===== config.mk =====
export PLATFORM = sky130hd
export DESIGN_NAME = dbg_seq
export DESIGN_NICKNAME = d
export VERILOG_FILES = /design/src/rtl/dbg_seq.sv
export SDC_FILE = /design/constraint.sdc
export NUM_CORES = 1
export LEC_CHECK = 0
export BUFFER_PORTS_ARGS = -buffer_cell sky130_fd_sc_hd__buf_2
export CORE_UTILIZATION = 42
export CTS_BUF_LIST = sky130_fd_sc_hd__clkbuf_16
export CTS_CLUSTER_SIZE = 8
export DETAILED_ROUTE_END_ITERATION = 16
export MAX_ROUTING_LAYER = met4
export PLACE_DENSITY = 0.8
export SYNTH_ARGS = -nofsm -noshare
export SYNTH_HDL_FRONTEND = slang
export SYNTH_SLANG_ARGS = --single-unit

===== constraint.sdc =====
create_clock -name clk -period 1.65 [get_ports clk]
set_input_delay 0.33 -clock clk [delete_from_list [all_inputs] [get_ports clk]]
set_output_delay 0.33 -clock clk [all_outputs]
set_load 0.1 [all_outputs]

===== src/rtl/dbg_seq.sv =====
module dbg_seq #(
  parameter int          TIMEOUT    = 1024,
  parameter logic [31:0] DATA0_INIT = 32'd123,
  parameter logic [11:0] ADD_IMM    = 12'd456
) (
  input  logic        clk,
  input  logic        rst_n,
  input  logic        start,
  output logic        halt_req,
  input  logic        halted,
  output logic        resume_req,
  input  logic        running,
  output logic [31:0] d0_wdata,
  output logic        d0_wen,
  input  logic [31:0] d0_rdata,
  output logic [31:0] inj_data,
  output logic        inj_vld,
  input  logic        inj_rdy,
  input  logic        caught_ebreak,
  input  logic        caught_exc,
  output logic        done,
  output logic        pass,
  output logic        timeout,
  output logic [31:0] result
);
  localparam int          CW       = $clog2(TIMEOUT + 1);
  localparam logic [31:0] W_CSRR   = 32'h7b20_2573;
  localparam logic [31:0] W_ADDI   = {ADD_IMM, 5'd10, 3'b000, 5'd10, 7'h13};
  localparam logic [31:0] W_CSRW   = 32'h7b25_1073;
  localparam logic [31:0] W_EBREAK = 32'h0010_0073;
  localparam logic [31:0] EXPECT   = DATA0_INIT + {{20{ADD_IMM[11]}}, ADD_IMM};

  typedef enum logic [3:0] {
    S_IDLE, S_HALT, S_WR, S_INJ, S_WEXC, S_EBRK, S_WEBK,
    S_READ, S_RES, S_WRUN, S_DONE, S_FAIL
  } st_t;

  st_t           st, nx;
  logic [1:0]    idx;
  logic [CW-1:0] cnt;
  logic          is_wait, go, expired;
  logic [31:0]   word;

  assign is_wait = st inside {S_HALT, S_INJ, S_WEXC, S_EBRK, S_WEBK, S_WRUN};

  always_comb begin
    case (st)
      S_HALT:        go = halted;
      S_INJ, S_EBRK: go = inj_rdy;
      S_WEXC:        go = caught_exc;
      S_WEBK:        go = caught_ebreak;
      S_WRUN:        go = running;
      default:       go = 1'b0;
    endcase
  end

  assign expired = is_wait && !go && (cnt == CW'(TIMEOUT - 1));

  always_comb begin
    case (idx)
      2'd0:    word = W_CSRR;
      2'd1:    word = W_ADDI;
      2'd2:    word = W_CSRW;
      default: word = 32'h0;
    endcase
  end

  always_comb begin
    nx = st;
    if (expired) nx = S_FAIL;
    else begin
      case (st)
        S_IDLE, S_DONE, S_FAIL: if (start) nx = S_HALT;
        S_HALT: if (go) nx = S_WR;
        S_WR:   nx = S_INJ;
        S_INJ:  if (go && idx == 2'd3) nx = S_WEXC;
        S_WEXC: if (go) nx = S_EBRK;
        S_EBRK: if (go) nx = S_WEBK;
        S_WEBK: if (go) nx = S_READ;
        S_READ: nx = S_RES;
        S_RES:  nx = S_WRUN;
        S_WRUN: if (go) nx = S_DONE;
        default: nx = S_IDLE;
      endcase
    end
  end

  always_ff @(posedge clk or negedge rst_n) begin
    if (!rst_n) begin
      st     <= S_IDLE;
      idx    <= '0;
      cnt    <= '0;
      pass   <= 1'b0;
      result <= '0;
    end else begin
      st  <= nx;
      cnt <= (!is_wait || go) ? '0 : cnt + 1'b1;
      if (st == S_WR) idx <= '0;
      else if (st == S_INJ && inj_rdy) idx <= idx + 1'b1;
      if (nx == S_HALT && st != S_HALT) pass <= 1'b0;
      if (st == S_READ) begin
        result <= d0_rdata;
        pass   <= (d0_rdata == EXPECT);
      end
    end
  end

  assign halt_req   = (st == S_HALT);
  assign d0_wen     = (st == S_WR);
  assign d0_wdata   = DATA0_INIT;
  assign inj_vld    = (st == S_INJ) || (st == S_EBRK);
  assign inj_data   = (st == S_EBRK) ? W_EBREAK : word;
  assign resume_req = (st == S_RES);
  assign done       = (st == S_DONE) || (st == S_FAIL);
  assign timeout    = (st == S_FAIL);
endmodule


# [Word-level counts from Yosys, hierarchy flattened]
# Cells that the tools add are included.
# Widths: inputs -> output; s select.
[totals] wordCells=59 regBits=50 inputBits=40 output_inout_bits=103
[op_classes] n_eq_ne=18 mux=17 n_reduce_logical=17 n_addsub=2
[ops] op="$pmux 31 s3" n=1
[ops] op="$pmux 4 s10" n=1
[ops] op="$eq 32x10->1 const B" n=1
[ops] op="$mux 32" n=1
[ops] op="$mux 4" n=8
[ops] op="$eq 4x3->1 const B" n=4
[ops] op="$eq 4x4->1 const B" n=4
[ops] op="$add 11x1->11 const B" n=1
[ops] op="$eq 11x10->1 const B" n=1
[ops] op="$mux 11" n=1
[ops] op="$eq 4x1->1 const B" n=2
[ops] op="$eq 4x2->1 const B" n=2
[ops] op="$reduce_bool 6->1" n=1
[ops] op="$logic_and 1x1->1" n=5
[ops] op="$pmux 1 s5" n=1
[ops] op="$eq 2x2->1 const B" n=2
[ops] op="$logic_not 4->1" n=1
[ops] op="$mux 2" n=2
[ops] op="$ne 4x1->1 const B" n=1
[ops] op="$reduce_bool 2->1" n=2
[ops] op="$logic_or 1x1->1" n=3
[ops] op="$reduce_or 3->1" n=1
[ops] op="$add 2x1->2 const B" n=1
[ops] op="$eq 2x1->1 const B" n=1
[ops] op="other kinds (4)" n=6

# [Longest topological paths before layout]
[logic_depth] word_depth=11 depth_mapped=7 depth_no_buf=6

# [Worst setup path before layout]
# OpenSTA, ideal clock, no wires.
[synth_timing] path_type="register to output" start="register st[2]" end="output port inj_data[10]" stages_incl_launch_ff=8 arrival_ns=4.031 setup_slack_ns=-2.711 required_time_ns=1.320 n_path_buf=2 cell_sequence="dfrtp_1 -> buf_6 -> and2b_1 -> nand2_1 -> inv_1 -> nor2_1 -> o21a_1 -> buf_4"
[synth_via] elab_chain_cells=2
[synth_lines] item="from (decl)" line="38" rtl="st_t st, nx;"
[synth_lines] item="from (signal assigned)" line="96" rtl="st <= nx;"
[synth_lines] item="$eq 4x3->1" line="112" rtl="assign inj_data = (st == S_EBRK) ? W_EBREAK : word;"
[synth_lines] item="$mux 32" line="112"
[synth_lines] item="to (decl)" line="16" rtl="output logic [31:0] inj_data,"
# Every way passes these cells.

# [Worst setup path in the final report]
[layout_timing] start="register st[2]" end="output port inj_data[8]"
# The elaborated chain is that of the path after synthesis.

==> metrics.md <==
| Metric | Value |
|---|---|
| Outcome | finished with violations |
| Failing checks | negative hold slack, negative setup slack |
| Largest net degree at the start of global routing | 33 |
| Die area | approximately 7300 um^2 |
| Mapped cell area | a little under 3000 um^2 |
| Final Setup Violations | 43 |
| Design area | around 4600 um^2 |
| WP data arrival | roughly 1700 ps |
| Congestion Overflow GR | 0 |
| Vias in the first global route | 2522 |
| DRT iter0 DRCs | 176 |
| ANT nets after route | 0 |
| Hold Vio Cnt, Final | 18 |
| EDFF count, synth | 0 |
| Cts hold-fix bufs | 0 |
| Top-count cell post-synth | nand2_1 |
| Nets | around 530 |
| IO Port Bufs | 99 |
| H-tree depth | 2 |
| Max Transition Viols Final | 0 |
| Final WL | 8060 um |
| Worst r2r dst | st[0] |
| GR Util All Layers | 0.207 |
| Share of cells above drive strength 1 | 0.438 |
| Die width | ~86 um |
| Core Util, Final | 0.687 |
| Setup ws final | -360 ps |
| Ports | 143 |
| Initial antenna violation count | 0 |
| Share of the synthesized area in the top cell type | 0.426 |
| Clock period minus worst slack | 2010 ps |
| Sum Neg Setup Slack | -10040 ps |
| TritonRoute pass-1 iters | 5 |
| Clock root buffer | clkbuf_16 |
| Vias per cell | between 4 and 5 |
| Clock insertion delay at the later pin of the skew report | 280 ps |
| CTS tree | built |
| Clock buffer depth | 2 |
| Clk sinks | 50 |
| Yosys warnings | 0 |
| Met2 WL post-DR | 4320 um |
| Fin crit share | 1.22 |
| Hold Worst Slack | -18.4 ps |
| Top cells by count, synth | 111 x nand2_1, 55 x buf_4, 50 x dfrtp_1 |
| Cell taking the most area after synthesis | dfrtp_1 |
| WL/cell | about 14 um |
| CP required | 1320 ps |
| Worst R2R Start | st[2] |
| Area growth, synth to finish | 58.2% |
| Synth cell types | 46 |
| WL met1 | 3110 um |
| Vias | 2778 |
| Clock transition at path regs | ~70 ps |
| Critical Path Fanout Max | 3 |
| Diodes inserted | 0 |
| DR WL met3 | 398 um |
| R2R depth | 10 |
| Post-DP HPWL | 5460 um |
| Initial Util | 0.434 |
| Largest cells by area after synthesis | dfrtp_1 43%, nand2_1 14%, buf_4 14% |
| # rows | 30 |
| Post-synthesis sequential area ratio | 0.426 |
| Synth Flop Type | dfrtp_1 |
| Core Region | 6760 um^2 |
| Critical path type | register to output port |
| Die Ht | 85.6 um |
| First-pass GRT wire length | 11700 um |
| Max Cap Violations | 0 |
| Gpl congestion | 0.918 |
| Placed cell area | 3980 um^2 |
| CP Launch Type | register |
| Max Used Layer | met4 |
| RSZ-0062 raised after global routing | true |
| Worst Setup End Kind | output port |
| Clock Skews | 8.61 ps |
| HP Class | input pin to asynchronous set/reset pin |
| Syn avg cell area | about 8.4 um^2 |
| Synthesized flop and latch total | 50 |
| Drt drc | 0 |
| Number of buffers created by CTS | 5 |
| Fmax | 0.497 GHz |
| Async SR Flop Fraction | 1.00 |
| Worst slack, placed | -60.5 ps |
| Mapped Cells | about 350 |
| Reg2Reg Setup Slack | -260 ps |
[routing by layer]
metal / track usage / up-vias
li1: - / 1308
met1: 0.253 / 1309
met2: 0.357 / 132
met3: 0.0289 / 29
met4: 0.0606 / 0
met5: - / -
[layout by cell type, fill, tap and decap left out, types with 5 or more instances in the layout]
cell type	synthesis	final
dfrtp_1	50	50
buf_6	1	14
nand2_1	111	104
xor2_1	8	7
conb_1	2	43
nor4_1	5	5
clkbuf_16	0	6
buf_2	9	72
buf_4	55	33
nor2_1	24	9
inv_1	6	5
nor2_4	0	9
nor2_2	0	6
buf_12	0	31
[timing repair]
item	CTS	global route
resized for setup	39	35
pin swaps	15	16
setup endpoints to repair	31	72
cloned	0	1
setup buffers	14	13
[critical path, stage by stage (launching register included)]
cell	delay, ps
dfrtp_1	410
and2b_2	250
nand2_4	80
clkinvlp_4	150
nor2_4	160
o21a_4	180
buf_12	170
[worst max path at each step]
stage | from | endpoint | slack [ps] | cells after the start
finish | st[2] | inj_data[8] | -360 | 6
global route | st[2] | inj_data[8] | -410 | 6
CTS | st[0] | inj_data[30] | -270 | 6
detailed placement | idx[0] | inj_data[6] | -60 | 5
global placement | idx[0] | inj_data[6] | 3 | 5
floorplan | st[2] | inj_data[10] | -1320 | 7
[final cells by class]
cell class                 count  area [um^2]
sequential                    50         1250
tap                           80          100
fill                         478         2110
clock buffer                   5          125
timing repair buffer         155         1470
multi-input combinational    265         1630
clock inverter                 3         41.3
inverter                       6         26.3
[sequential cells by signal (all words and copies together), names as in the netlist]
register,flops
cnt,11
idx,2
pass,1
result,32
st,4
[stage by stage]
stage / hold WS [ps] / cells
after floorplan: 34.4 / 389
after global placement: 296 / 532
after detailed placement: 302 / 532
after CTS: 1.45 / 554
after global routing: 13.8 / 564
final: -18.4 / 564
[cells by family (layout without fill, tap and decap cells)]
kind of cell	Yosys count	after routing	synth area share
and+or+nand+nor	177	177	0.271
buffers and inverters	74	169	0.171
DFF	50	50	0.426
AOI/OAI and AO/OA	28	28	0.0691
xor gates and xnor gates	9	9	0.0269
adders and majority gates	6	6	0.0256
other	2	43	0.00256
muxes	2	2	0.00725
Power is not shown: default switching activity piles up to over one toggle a cycle in this logic, so the estimate is an artifact.
